==> config.mk <==
export PLATFORM = sky130hd
export DESIGN_NAME = seg_addr_gen
export DESIGN_NICKNAME = d
export VERILOG_FILES = /design/src/rtl/segaddr_pkg.sv /design/src/rtl/seg_addr_ctrl.sv /design/src/rtl/seg_addr_dp.sv /design/src/rtl/seg_addr_gen.sv
export SDC_FILE = /design/constraint.sdc
export NUM_CORES = 1
export LEC_CHECK = 0
export ABC_AREA = 1
export BUFFER_PORTS_ARGS = -buffer_cell sky130_fd_sc_hd__buf_2
export CORE_MARGIN = 5
export CORE_UTILIZATION = 36
export DETAILED_ROUTE_END_ITERATION = 12
export PLACE_DENSITY = 0.69
export SLEW_MARGIN = 40
export SYNTH_ARGS = -nofsm -noshare
export SYNTH_HDL_FRONTEND = slang
export SYNTH_SLANG_ARGS = --single-unit
==> constraint.sdc <==
create_clock -name clk -period 5.8 [get_ports clk]
set_input_delay 1.45 -clock clk [delete_from_list [all_inputs] [get_ports clk]]
set_output_delay 1.45 -clock clk [all_outputs]
set_load 0.1 [all_outputs]
==> src/rtl/segaddr_pkg.sv <==
package segaddr_pkg;
  localparam int NSEG = 4;

  typedef enum logic [1:0] {
    SEG_ES = 2'b00,
    SEG_CS = 2'b01,
    SEG_SS = 2'b10,
    SEG_DS = 2'b11
  } segCode_e;

  typedef enum logic [2:0] {
    ACC_FETCH = 3'd0,
    ACC_DATA  = 3'd1,
    ACC_STACK = 3'd2,
    ACC_SRC   = 3'd3,
    ACC_DST   = 3'd4
  } accKind_e;

  typedef struct packed {
    logic [NSEG-1:0] segLoad;    // one-hot write enable per segment code
    logic            csFromJump; // CS takes far target
    logic            ipLoad;     // IP takes far target
    logic            ipStep;     // IP advances by length
    logic [1:0]      addrSeg;    // segment code used for address
    logic            useIp;      // offset comes from IP
  } strobes_t;
endpackage

==> src/rtl/seg_addr_ctrl.sv <==
module seg_addr_ctrl
  import segaddr_pkg::*;
(
  input  logic [2:0] accKind,
  input  logic       ovrEn,
  input  logic [1:0] ovrSel,
  input  logic       segWrEn,
  input  logic [1:0] segWrSel,
  input  logic       ipAdvEn,
  input  logic       farJmp,
  output strobes_t   strobes
);
  logic [1:0] dataSeg;

  always_comb begin
    dataSeg = ovrEn ? ovrSel : SEG_DS;
    strobes = '0;
    strobes.segLoad    = segWrEn ? (NSEG'(1) << segWrSel) : '0;
    strobes.csFromJump = farJmp;
    strobes.ipLoad     = farJmp;
    strobes.ipStep     = ipAdvEn && !farJmp;
    case (accKind)
      ACC_FETCH: begin
        strobes.addrSeg = SEG_CS;
        strobes.useIp   = 1'b1;
      end
      ACC_STACK: strobes.addrSeg = SEG_SS;
      ACC_DST:   strobes.addrSeg = SEG_ES;
      ACC_SRC:   strobes.addrSeg = dataSeg;
      default:   strobes.addrSeg = dataSeg;
    endcase
  end
endmodule

==> src/rtl/seg_addr_dp.sv <==
module seg_addr_dp
  import segaddr_pkg::*;
#(
  parameter int SEG_W    = 16,
  parameter int OFF_W    = 16,
  parameter int SHIFT_W  = 4,
  parameter int LEN_W    = 4,
  parameter logic [SEG_W-1:0] RESET_CS = '1
) (
  input  logic                     clk,
  input  logic                     rst,
  input  strobes_t                 strobes,
  input  logic [OFF_W-1:0]         accOffset,
  input  logic [SEG_W-1:0]         segWrData,
  input  logic [LEN_W-1:0]         ipAdvLen,
  input  logic [SEG_W-1:0]         farCs,
  input  logic [OFF_W-1:0]         farIp,
  output logic [SEG_W+SHIFT_W-1:0] physAddr,
  output logic [OFF_W-1:0]         curIp
);
  localparam int PHYS_W = SEG_W + SHIFT_W;

  logic [SEG_W-1:0] segQ [NSEG];
  logic [OFF_W-1:0] ipQ;

  for (genvar g = 0; g < NSEG; g++) begin : gSeg
    localparam logic [SEG_W-1:0] RV = (g == int'(SEG_CS)) ? RESET_CS : '0;
    if (g == int'(SEG_CS)) begin : gCode
      always_ff @(posedge clk) begin
        if (rst)                     segQ[g] <= RV;
        else if (strobes.csFromJump) segQ[g] <= farCs;
        else if (strobes.segLoad[g]) segQ[g] <= segWrData;
      end
    end else begin : gOther
      always_ff @(posedge clk) begin
        if (rst)                     segQ[g] <= RV;
        else if (strobes.segLoad[g]) segQ[g] <= segWrData;
      end
    end
  end

  always_ff @(posedge clk) begin
    if (rst)                 ipQ <= '0;
    else if (strobes.ipLoad) ipQ <= farIp;
    else if (strobes.ipStep) ipQ <= ipQ + OFF_W'(ipAdvLen);
  end

  logic [SEG_W-1:0] segVal;
  logic [OFF_W-1:0] offVal;

  always_comb begin
    segVal   = segQ[strobes.addrSeg];
    offVal   = strobes.useIp ? ipQ : accOffset;
    physAddr = {segVal, {SHIFT_W{1'b0}}} + PHYS_W'(offVal);
  end

  assign curIp = ipQ;
endmodule

==> src/rtl/seg_addr_gen.sv <==
module seg_addr_gen
  import segaddr_pkg::*;
#(
  parameter int SEG_W    = 16,
  parameter int OFF_W    = 16,
  parameter int SHIFT_W  = 4,
  parameter int LEN_W    = 4,
  parameter logic [SEG_W-1:0] RESET_CS = '1
) (
  input  logic                     clk,
  input  logic                     rst,
  input  logic [2:0]               accKind,
  input  logic [OFF_W-1:0]         accOffset,
  input  logic                     ovrEn,
  input  logic [1:0]               ovrSel,
  input  logic                     segWrEn,
  input  logic [1:0]               segWrSel,
  input  logic [SEG_W-1:0]         segWrData,
  input  logic                     ipAdvEn,
  input  logic [LEN_W-1:0]         ipAdvLen,
  input  logic                     farJmp,
  input  logic [SEG_W-1:0]         farCs,
  input  logic [OFF_W-1:0]         farIp,
  output logic [SEG_W+SHIFT_W-1:0] physAddr,
  output logic [OFF_W-1:0]         curIp
);
  strobes_t strobes;

  seg_addr_ctrl ctrl_i (
    .accKind(accKind), .ovrEn(ovrEn), .ovrSel(ovrSel),
    .segWrEn(segWrEn), .segWrSel(segWrSel),
    .ipAdvEn(ipAdvEn), .farJmp(farJmp), .strobes(strobes)
  );

  seg_addr_dp #(
    .SEG_W(SEG_W), .OFF_W(OFF_W), .SHIFT_W(SHIFT_W),
    .LEN_W(LEN_W), .RESET_CS(RESET_CS)
  ) dp_i (
    .clk(clk), .rst(rst), .strobes(strobes), .accOffset(accOffset),
    .segWrData(segWrData), .ipAdvLen(ipAdvLen), .farCs(farCs),
    .farIp(farIp), .physAddr(physAddr), .curIp(curIp)
  );
endmodule

Word-level counts from Yosys, hierarchy flattened
Memories as Yosys holds them, arrays and structs flattened. Cells that the tools add are included.

Logic and storage cells: 46. Register bits: 16. Memory bits (writable): 64. Memories kept: 1.

Equality and inequality tests: 2. Multiplexer cells: 30. Bitwise operators: 5. Shift-type cells: 1. Add/subtract/negate cells: 2. Reduce and logical (&&, ||, !) cells: 4.

Memories: dp_i.segQ (depth 4, bits a word 16, read ports 1, clocked after Yosys merged registers in 0, wr ports 4, line seg_addr_dp.sv:23) `logic [SEG_W-1:0] segQ [NSEG];`.

Operator list (number): 16-bit 2-to-1 mux (8); 20-bit by 16-bit adder with 20-bit output (1); 1-bit 2-to-1 mux (19); 16-bit by 4-bit adder with 16-bit output (1); 2-bit one-hot mux with 3 select lines (1); 1-bit bitwise OR (5); 4-bit 2-to-1 mux (1); 1-bit by 2-bit left shift with 4-bit output, first input constant (1); 3-bit by 2-bit == test with 1-bit output, second input constant (1); 3-bit == test, second input constant (1); 3-bit logical NOT (1); 2-bit 2-to-1 mux (1); 2-bit nonzero test (1); 1-bit logical AND (1); 1-bit logical NOT (1).

Logic depth before layout (Yosys ltp)
Gate-level depths: netlist of run 1.

Depth in word-level cells: 7. Gate-level depth with buffers: 21. Gate-level depth less buffers: 19.

Modules after synthesis
Synthesis of run 1 repeated with hierarchy kept, for this count alone.

Cell total of the unflattened synthesis: 641. Area total of the unflattened synthesis: 5031.1 sq um.

By module, submodules not included: seg_addr_dp (area each 4913.5 sq um, cells each 615, instances 1, seq. area each 2242.2 sq um); seg_addr_ctrl (area each 117.6 sq um, cells each 26, instances 1, seq. area each 0.0 sq um).

Least setup slack after synthesis of run 1
Ideal clock, no wire load.

Kind: input -> output. Start point: input accKind[0]. End point: output physAddr[14]. Slack: -0.670 ns. Path buffers: 2. Cell stages on the path: 19. Data arrival time: 5.020 ns. Required time: 4.350 ns. Path through: inv_2 > nand2_4 > inv_2 > nand2_4 > nand2_4 > buf_4 > buf_2 > o21ai_0 > o22ai_1 > ha_1 > inv_1 > fa_1 > inv_1 > nand3_1 > nand2_1 > a21boi_1 > o21ai_0 > a21oi_1 > xor2_1.

Cells in the longest elaborated chain, start to end: 4.

RTL lines: start, declared (line seg_addr_gen.sv:12) `input logic [2:0] accKind,`; 3-bit == test (tied with other cells) (line seg_addr_ctrl.sv:22) `case (accKind)`; 2-bit one-hot mux with 3 select lines or 1-bit 2-to-1 mux (tied branches) (line seg_addr_ctrl.sv:22); memory 4 x 16 bit or 16-bit 2-to-1 mux (tied branches); 20-bit by 16-bit adder with 20-bit output * (line seg_addr_dp.sv:54) `physAddr = {segVal, {SHIFT_W{1'b0}}} + PHYS_W'(offVal);`; end, declared (line seg_addr_gen.sv:24) `output logic [SEG_W+SHIFT_W-1:0] physAddr,`.

Mark *: on every way between the ends. The rest lies on a longest branch, timed or not.

Final worst setup path of run 1
Start point: input accKind[0]. End point: output physAddr[12].

Same word-level chain as after synthesis.

==> flow_summary.yaml, run 1 <==
timing:
  grt_setup_unrepaired: "false"
  slew-limit-headroom_pct: 44.4
  finClkSkew_ns: 0.0105
  count_of_final_hold_check_violations: 0
  drv_slew: 0
  setup_viol: 0
  timing.final.crit_period_ns: 5.51
  post-route-period-util_pct: 94.9
  maxClockFrequency_ghz: 0.182
  worstMarginPinSlew_ns: 0.831
placement:
  placement.io_buffers: 116
  dpl.hpwl_um: 9940
  dpl.cell_count: 863
  placedInstanceArea_sq_um: 5850
  place_congestion: 0.884
cells_and_area:
  area_growth_syn_to_layout_pct: 27.4
  fin_cells: 878
  n_antenna_cell: 0
  design.final.nets: 797
  stdcell_area_sq_um: 6130
  drive_above_1_share_pct: 25.4
  final_util_pct: 46.5
critical_path:
  worst-endpoint-required_ns: 4.35
  worstSetupEndpointType: "output pin"
  worstPathArrival_ns: 4.06
  worst-setup-path-type: "in -> out"
  maximum_fanout_along_the_worst_path: 6
  worst_setup_path_start_kind: "input pin"
logic_synthesis:
  synth_top_family_by_area: "simple AND/OR/NAND/NOR gates"
  average_cell_area_after_synthesis_sq_um: 8.27
  synthCells: 582
  synth_xor_xnor_area_share_pct: 2.55
  syn_nets: 681
  synth_cell_types: 38
  post_synth_mux_area_share_pct: 1.17
  synth_register_bits: 80
  synth_compound_area_share_pct: 13.0
  synthesis.area_sq_um: 4810
  post_synth_fa_ha_maj_area_fraction_pct: 4.99
  synth_simple_gate_area_share_pct: 24.1
  ys_warn_count: 0
  synth_seq_area_share_pct: 46.6
global_routing:
  grt_start_max_net_pins: 27
  global_route.overflow_total: 0
  grt_antenna_before_repair: 0
  grt_pass1_vias: 4374
  grt_pass1_wl_um: 21300
  global_routing_usage_summed_across_all_routing_layers_pct: 16.7
die:
  floorplan.die.width_um: 126
  die_height_um: 126
  coreArea_sq_um: 13200
  design.portCount: 117
  start_util_pct: 36.5
  std_cell_rows: 42
  fp.dieArea_sq_um: 15800
drt:
  vias_per_cell: 4.98
  wire_per_inst_um: 14.9
  detail_route.drc_violations: 0
  dr.first_iter.drc_count: 410
  wirelength_um: 13100
  via_count: 4373
  drt.antenna.violating_nets: 0
  detail_route.first_pass.iterations: 5
clocking:
  cts_htree_levels: 3
  tritoncts: "yes"
  cts-root-buf: "sky130_fd_sc_hd__clkbuf_16"
  cts_buffers: 9
  ctsLongestPathBuffers: 2
  worst_setup_hold_path_clk_slew_ns: 0.06
  post_cts_resize_count: 0
  post-cts-setup-buffers: 0
  number_of_buffers_inserted_for_hold_repair_after_clock_tree_synthesis: 0
  worst_skew_pair_latency_ns: 0.33
  cts_sinks: 80
pwr:
  max-vdd-ir-drop_v: 0.000156
  cellLeakagePower_uw: 0.00277
  p_per_area_nw_per_um2: 352
run_status:
  status: "completed"
min_path:
  hp-class: "reg -> reg"
run:
  cap_violations: 0
logic make-up (layout without fill, tap and decap cells):
group | after synthesis | after routing
buffers and inverters | 89 | 209
AO/OA/AOI/OAI | 112 | 112
adder cells (fa/ha/maj) | 18 | 18
flip-flops | 80 | 80
multiplexers | 5 | 5
XOR/XNOR | 14 | 14
AND/OR/NAND/NOR | 264 | 264
registers in the layout, indices dropped and copies added, names as in the netlist:
name / cells
dp_i.curIp: 16
dp_i.segQ: 64
final timing paths:
check / start / end / slack [ns] / cells after the start
setup / recovery: accKind[0] / physAddr[12] / 0.29 / 19
hold / removal: dp_i.curIp[10] / dp_i.curIp[10] / 0.51 / 2
setup reg to reg: dp_i.curIp[0] / dp_i.curIp[14] / 3.76 / 12
hold reg to reg: dp_i.curIp[10] / dp_i.curIp[10] / 0.51 / 2
cells in the mapped netlist, drive strengths merged:
library cell,n,area [sq um]
mux2,5,56.3
a31oi,5,31.3
edfxtp,64,1920
nor2,97,372
o21a,1,7.51
buf,11,70.1
nand3b,1,7.51
nand4,10,62.6
o21bai,1,7.51
a21boi,2,15.0
ha,16,200
nand3,46,253
a32oi,1,16.3
nor3,4,31.3
o21ai,46,234
a21oi,37,185
nand2,104,423
fa,2,40.0
xor2,11,96.3
a22oi,8,60.1
xnor2,3,26.3
inv,67,251
o22ai,11,68.8
dfxtp,16,320
clkbuf,11,42.5
or2,2,12.5
cell usage in the layout (no fill, tap or decap), types with 2 or more instances in the layout:
cell | netlist | final
sky130_fd_sc_hd__buf_2 | 8 | 102
sky130_fd_sc_hd__nand2_1 | 97 | 97
sky130_fd_sc_hd__nor2_1 | 96 | 94
sky130_fd_sc_hd__edfxtp_1 | 64 | 64
sky130_fd_sc_hd__inv_1 | 59 | 59
sky130_fd_sc_hd__nand3_1 | 43 | 43
sky130_fd_sc_hd__o21ai_0 | 44 | 41
sky130_fd_sc_hd__a21oi_1 | 37 | 37
sky130_fd_sc_hd__ha_1 | 16 | 16
sky130_fd_sc_hd__dfxtp_1 | 16 | 16
sky130_fd_sc_hd__buf_12 | 0 | 14
sky130_fd_sc_hd__nand4_1 | 10 | 10
sky130_fd_sc_hd__buf_4 | 1 | 10
sky130_fd_sc_hd__o22ai_1 | 11 | 9
sky130_fd_sc_hd__clkbuf_16 | 0 | 9
sky130_fd_sc_hd__a22oi_1 | 8 | 8
sky130_fd_sc_hd__inv_2 | 8 | 7
sky130_fd_sc_hd__xor2_1 | 11 | 6
sky130_fd_sc_hd__mux2_2 | 5 | 5
sky130_fd_sc_hd__xor2_2 | 0 | 5
sky130_fd_sc_hd__a31oi_1 | 5 | 5
sky130_fd_sc_hd__nand2_2 | 4 | 4
sky130_fd_sc_hd__o21ai_1 | 1 | 4
sky130_fd_sc_hd__nand2_4 | 3 | 3
sky130_fd_sc_hd__nor3_1 | 3 | 3
sky130_fd_sc_hd__o22ai_2 | 0 | 2
sky130_fd_sc_hd__or2_1 | 2 | 2
sky130_fd_sc_hd__nand3_2 | 2 | 2
sky130_fd_sc_hd__a21boi_1 | 2 | 2
sky130_fd_sc_hd__xnor2_2 | 0 | 2
sky130_fd_sc_hd__nor2_2 | 0 | 2
sky130_fd_sc_hd__fa_1 | 2 | 2
sky130_fd_sc_hd__clkinvlp_4 | 0 | 2
cell type report:
type | count | area [sq um]
Timing Repair Buffer | 127 | 877
Multi-Input combinational cell | 413 | 2280
Tap cell | 176 | 220
Sequential cell | 80 | 2240
Fill cell | 1276 | 7060
Clock buffer | 10 | 229
Clock inverter | 5 | 32.5
Inverter | 67 | 254
critical path, stage by stage:
cell and delay, ns:
sky130_fd_sc_hd__buf_2 0.10, sky130_fd_sc_hd__inv_2 0.07, sky130_fd_sc_hd__nand2_2 0.08, sky130_fd_sc_hd__nand3_1 0.08, sky130_fd_sc_hd__nand2_2 0.11, sky130_fd_sc_hd__inv_2 0.14
sky130_fd_sc_hd__o21ai_0 0.12, sky130_fd_sc_hd__o22ai_1 0.18, sky130_fd_sc_hd__ha_1 0.19, sky130_fd_sc_hd__inv_1 0.06, sky130_fd_sc_hd__fa_1 0.40, sky130_fd_sc_hd__inv_1 0.07
sky130_fd_sc_hd__nand3_1 0.06, sky130_fd_sc_hd__nand2_1 0.13, sky130_fd_sc_hd__a21boi_1 0.10, sky130_fd_sc_hd__o21ai_1 0.20, sky130_fd_sc_hd__buf_4 0.15, sky130_fd_sc_hd__xor2_2 0.18
sky130_fd_sc_hd__buf_12 0.20
metal layers:
layer / up-vias / GRT usage (%) / share of wire, %
met5: - / 0 / 0
met4: 0 / 6.31 / 2.3
met3: 25 / 3.34 / 6.3
met2: 142 / 27.7 / 48
met1: 2011 / 21.5 / 43
li1: 2195 / - / -
power by group:
group	internal, uW	total (uW)	switching [uW]	leakage (uW)
sequential	665	685	20.5	0.000755
combinational	303	971	668	0.00189
clock	287	504	217	0.000122
metrics by stage:
stage               total power, uW  hold slack [ns]  setup WS, ns  TNS, ns
CTS                            2170            0.510         0.174        0
floorplan                      1350            0.938        -0.285   -0.812
finish                         2160            0.507         0.294        0
global placement               1660            0.493         0.243        0
global route                   2250            0.543        0.0600        0
detailed placement             1670            0.500         0.188        0
Note: power is estimated with default switching activity, not from simulation.
==> run 2, diff against run 1 <==
BUFFER_PORTS_ARGS = unset   (was -buffer_cell sky130_fd_sc_hd__buf_2)
DONT_BUFFER_PORTS = 1   (was unset)
PLACE_DENSITY = 0.61   (was 0.69)
SLEW_MARGIN = 20   (was 40)
==> flow_summary.yaml, run 2 (synthesis results as in run 1) <==
run_status:
  status: "completed"
global_routing:
  global_route.overflow_total: 0
  grt_pass1_wl_um: 21600
  grt_pass1_vias: 4135
  grt_antenna_before_repair: 0
  grt_start_max_net_pins: 22
  global_routing_usage_summed_across_all_routing_layers_pct: 17.1
timing:
  timing.final.crit_period_ns: 5.52
  slew-limit-headroom_pct: 31.1
  count_of_final_hold_check_violations: 0
  setup_viol: 0
  post-route-period-util_pct: 95.1
  grt_setup_unrepaired: "false"
  worstMarginPinSlew_ns: 1.03
  finClkSkew_ns: 0.00423
  maxClockFrequency_ghz: 0.181
  drv_slew: 0
clocking:
  ctsLongestPathBuffers: 2
  post-cts-setup-buffers: 0
  worst_setup_hold_path_clk_slew_ns: 0.07
  cts-root-buf: "sky130_fd_sc_hd__clkbuf_16"
  cts_htree_levels: 3
  tritoncts: "yes"
  cts_sinks: 80
  worst_skew_pair_latency_ns: 0.35
  cts_buffers: 9
cells_and_area:
  final_cell_mix: "97 x sky130_fd_sc_hd__nand2_1, 96 x sky130_fd_sc_hd__nor2_1, 64 x sky130_fd_sc_hd__edfxtp_1"
  design.final.nets: 707
  stdcell_area_sq_um: 5720
  area_growth_syn_to_layout_pct: 18.9
  leading_cell_type_in_the_layout_fill_and_taps_excluded: "sky130_fd_sc_hd__nand2_1"
  largest_reg_flops: 64
  final_util_pct: 43.4
  drive_above_1_share_pct: 15.2
  top_register: "dp_i.segQ"
  n_antenna_cell: 0
drt:
  route.layer.met1.wl_um: 5920
  detail_route.first_pass.iterations: 5
  drt.antenna.violating_nets: 0
  dr.first_iter.drc_count: 352
  wire_per_inst_um: 16.9
  vias_per_cell: 5.26
  route.met2.wl_um: 6270
  wirelength_um: 13400
  highest-signal-layer: "met4"
  wl_met3_um: 1010
  via_count: 4150
  detail_route.drc_violations: 0
pwr:
  cellLeakagePower_uw: 0.00242
  power.total_uw: 2160
  max-vdd-ir-drop_v: 0.000155
  p_per_area_nw_per_um2: 377
die:
  design.portCount: 117
  fp.dieArea_sq_um: 15800
  die_height_um: 126
  coreArea_sq_um: 13200
  floorplan.die.width_um: 126
  std_cell_rows: 42
  start_util_pct: 36.5
critical_path:
  worstPathArrival_ns: 4.07
  worst_setup_path_start_kind: "input pin"
  cp_slowest_stage_delay_ns: 0.36
  timing.critical_path.cells: "inv_2 -> nand2_4 -> inv_2 -> nand2_4 -> buf_4 -> mux2_2 -> ha_1 -> inv_1 -> fa_1 -> inv_1 -> nand3_1 -> nand2_1 -> a21boi_1 -> o21ai_1 -> a21oi_1 -> xor2_2 -> buf_12"
  maximum_fanout_along_the_worst_path: 11
  worstSetupEndpointType: "output pin"
  worst_r2r_src: "dp_i.curIp[1]"
  setup.reg_to_reg.worst_slack_ns: 2.88
  crit_slowest_cell: "sky130_fd_sc_hd__mux2_2"
  startpoint: "accKind[0]"
  worst-endpoint-required_ns: 4.35
  worst-setup-path-type: "in -> out"
placement:
  place_congestion: 0.864
  dpl.hpwl_um: 10100
  placement.io_buffers: 0
  placedInstanceArea_sq_um: 5430
run:
  cap_violations: 0
min_path:
  worstHoldStart: "dp_i.curIp[15]"
  hp-class: "reg -> reg"
run 2: cell types whose count changed in the layout (fill, tap and decap cells not counted), sizes merged:
cell	previous run	this run
inv	68	70
clkbuf	10	9
buf	127	37
run 2: critical path, delay by kind of cell:
kind                       cells  cell delay (ns)
AOI/OAI and AO/OA              3             0.67
xor gates and xnor gates       1             0.20
adders and majority gates      2             0.43
buffers and inverters          6             0.61
muxes                          1             0.36
and+or+nand+nor                4             0.33
run 2: what timing repair did:
item | in CTS | in global routing
hold buffers | 0 | 0
gates resized for setup | 0 | 7
endpoints found under the setup margin | 0 | 4
run 2: worst paths after layout:
kind | end | cells past startpoint
worst max-delay path | physAddr[14] | 17
worst min-delay path | dp_i.curIp[15] | 4
worst max register to register | dp_i.curIp[12] | 11
worst min register to register | dp_i.curIp[15] | 4
run 2: layer usage:
| metal | track usage, % | up-vias |
|---|---|---|
| met3 | 5.12 | 14 |
| met4 | 4.59 | 0 |
| met1 | 22.2 | 1949 |
| met5 | 0 | - |
| met2 | 28.0 | 169 |
| li1 | - | 2018 |
run 2: power breakdown:
part	switching (uW)	total [uW]	internal (uW)
clock network	250	543	294
logic	647	920	273
registers	30.5	695	664
total	927	2160	1230
run 2: area by class of cell:
cell class / count / area (sq um)
clock inverters: 7 / 53.8
repair buffers: 37 / 428
flip-flops and latches: 80 / 2240
multi-input cells: 413 / 2300
inverters: 67 / 254
fillers: 1297 / 7470
clock buffers: 9 / 225
well taps: 176 / 220
run 2: stage by stage:
step | setup TNS, ns | std cells | setup slack, ns | hold WS, ns
after CTS | 0 | 789 | 0.162 | 0.585
after global placement | 0 | 773 | 0.277 | 0.556
final | 0 | 789 | 0.284 | 0.574
after detailed placement | 0 | 773 | 0.163 | 0.573
after global routing | 0 | 789 | 0.0226 | 0.641
after floorplan | -0.812 | 582 | -0.285 | 0.938
==> run 3, diff against run 2 <==
PLACE_DENSITY = 0.57   (was 0.61)
==> flow_summary.yaml, run 3 (synthesis results as in run 1) <==
run_status:
  status: "completed"
critical_path:
  timing.critical_path.cells: "inv_2 -> nand2_4 -> inv_2 -> nand2_4 -> nand2_4 -> inv_2 -> buf_6 -> o21ai_0 -> o22ai_1 -> ha_1 -> a21oi_1 -> o21ai_0 -> nand2_1 -> nand3_1 -> nand3_1 -> nand2_1 -> nand2_1 -> nand2_1 -> nand2_1 -> buf_12"
  path_common_cell: "sky130_fd_sc_hd__nand2_1"
  worst_setup_path_start_kind: "input pin"
  worstSetupEndpointType: "output pin"
  worst_r2r_path_depth: 11
  crit_slowest_cell: "sky130_fd_sc_hd__ha_1"
  worstPathArrival_ns: 4.05
  worst-endpoint-required_ns: 4.35
  cp_slowest_stage_delay_ns: 0.36
  worst-setup-path-type: "in -> out"
  maximum_fanout_along_the_worst_path: 22
die:
  floorplan.die.width_um: 126
  coreArea_sq_um: 13200
  design.portCount: 117
  std_cell_rows: 42
  start_util_pct: 36.5
  fp.dieArea_sq_um: 15800
  die_height_um: 126
timing:
  timing.final.crit_period_ns: 5.50
  post-route-period-util_pct: 94.9
  setup_viol: 0
  grt_setup_unrepaired: "false"
  fin_ws_ns: 0.297
  slew-limit-headroom_pct: 27.7
  maxClockFrequency_ghz: 0.182
  count_of_final_hold_check_violations: 0
  totalNegativeSetupSlack_ns: 0
  worstMarginPinSlew_ns: 1.08
  drv_slew: 0
  finClkSkew_ns: 0.00514
global_routing:
  grt_start_max_net_pins: 26
  grt_pass1_wl_um: 21700
  global_route.overflow_total: 0
  grt_pass1_vias: 4124
  grt_antenna_before_repair: 0
  global_routing_usage_summed_across_all_routing_layers_pct: 17.0
clocking:
  cts_htree_levels: 3
  post_cts_resize_count: 0
  worst_setup_hold_path_clk_slew_ns: 0.06
  ctsLongestPathBuffers: 2
  number_of_buffers_inserted_for_hold_repair_after_clock_tree_synthesis: 0
  tritoncts: "yes"
  cts-root-buf: "sky130_fd_sc_hd__clkbuf_16"
  cts_buffers: 9
  worst_skew_pair_latency_ns: 0.34
  post-cts-setup-buffers: 0
  cts_sinks: 80
placement:
  place_congestion: 0.975
  placement.io_buffers: 0
  dpl.hpwl_um: 10300
  post-place-ws_ns: 0.192
  dpl.cell_count: 771
drt:
  vias_per_cell: 5.18
  via_count: 4080
  drt.antenna.violating_nets: 0
  wire_per_inst_um: 16.8
  wirelength_um: 13200
  dr.first_iter.drc_count: 287
  detail_route.drc_violations: 0
  detail_route.first_pass.iterations: 5
cells_and_area:
  fin_cells: 787
  layout.filler_cells: 1320
  largest_reg_flops: 64
  final_cell_mix: "97 x sky130_fd_sc_hd__nand2_1, 96 x sky130_fd_sc_hd__nor2_1, 64 x sky130_fd_sc_hd__edfxtp_1"
  n_antenna_cell: 0
  drive_above_1_share_pct: 14.9
  area_growth_syn_to_layout_pct: 19.3
  top_register: "dp_i.segQ"
  leading_cell_type_in_the_layout_fill_and_taps_excluded: "sky130_fd_sc_hd__nand2_1"
  design.final.nets: 705
pwr:
  share_clk_of_total_power_pct: 26.5
  sw_frac_of_total_pct: 41.8
  power_frac_comb_pct: 41.7
  max-vdd-ir-drop_v: 0.000177
  p_per_area_nw_per_um2: 382
  internal-power_uw: 1280
  cellLeakagePower_uw: 0.00243
  switchingPower_uw: 917
  seq_power_share_pct: 31.8
min_path:
  hold_depth: 4
  hp-class: "reg -> reg"
run:
  cap_violations: 0
==> run 3: cell count changes in the layout (fill, tap and decap cells not counted), sizes merged <==
| cell | change |
|---|---|
| bufinv | +1 |
| clkinv | +1 |
| buf | -2 |
| inv | -1 |
| clkinvlp | -1 |
==> run 3: path summary, 6_finish.rpt <==
check        slack (ns)      startpoint              to
max                0.30      accKind[0]    physAddr[19]
min                0.58  dp_i.curIp[15]  dp_i.curIp[15]
max reg2reg        2.85   dp_i.curIp[1]  dp_i.curIp[14]
min reg2reg        0.58  dp_i.curIp[15]  dp_i.curIp[15]
==> run 3: power by group through the flow <==
stage	logic [uW]	clock network [uW]	registers [uW]
final	914	581	697
after global routing	966	619	701
after CTS	917	593	698
after detailed placement	916	0	710
after global placement	906	0	709
after floorplan	609	0	740
==> run 3: layer usage <==
metal / part of all wire, % / GRT usage [%] / vias to the layer above
li1: - / - / 2015
met1: 44 / 22.2 / 1897
met2: 46 / 27.4 / 153
met3: 8.0 / 5.46 / 15
met4: 1.5 / 4.59 / 0
met5: 0 / 0 / -
==> run 3: stage by stage <==
step | util, % | power [uW] | hold WS, ns | area [sq um]
finish | 43.5 | 2190 | 0.576 | 5740
global route | 43.5 | 2290 | 0.619 | 5740
CTS | 43.4 | 2210 | 0.581 | 5730
detailed placement | 41.1 | 1630 | 0.570 | 5420
global placement | 41.1 | 1620 | 0.552 | 5420
floorplan | - | 1350 | 0.938 | 4860
==> run 3: cell type report <==
type | instances | area (sq um) | share of cell area (%)
Multi-Input combinational cell | 413 | 2290 | 39.9
Sequential cell | 80 | 2240 | 39.1
Timing Repair Buffer | 35 | 429 | 7.48
Inverter | 67 | 251 | 4.38
Clock buffer | 9 | 225 | 3.92
Tap cell | 176 | 220 | 3.84
Clock inverter | 7 | 80.1 | 1.40
==> run 3: critical path: cells and delay by family <==
kind,cells,cell delay [ns]
AO/OA/AOI/OAI,4,0.70
adder cells (fa/ha/maj),1,0.36
buffers and inverters,5,0.58
AND/OR/NAND/NOR,10,0.94
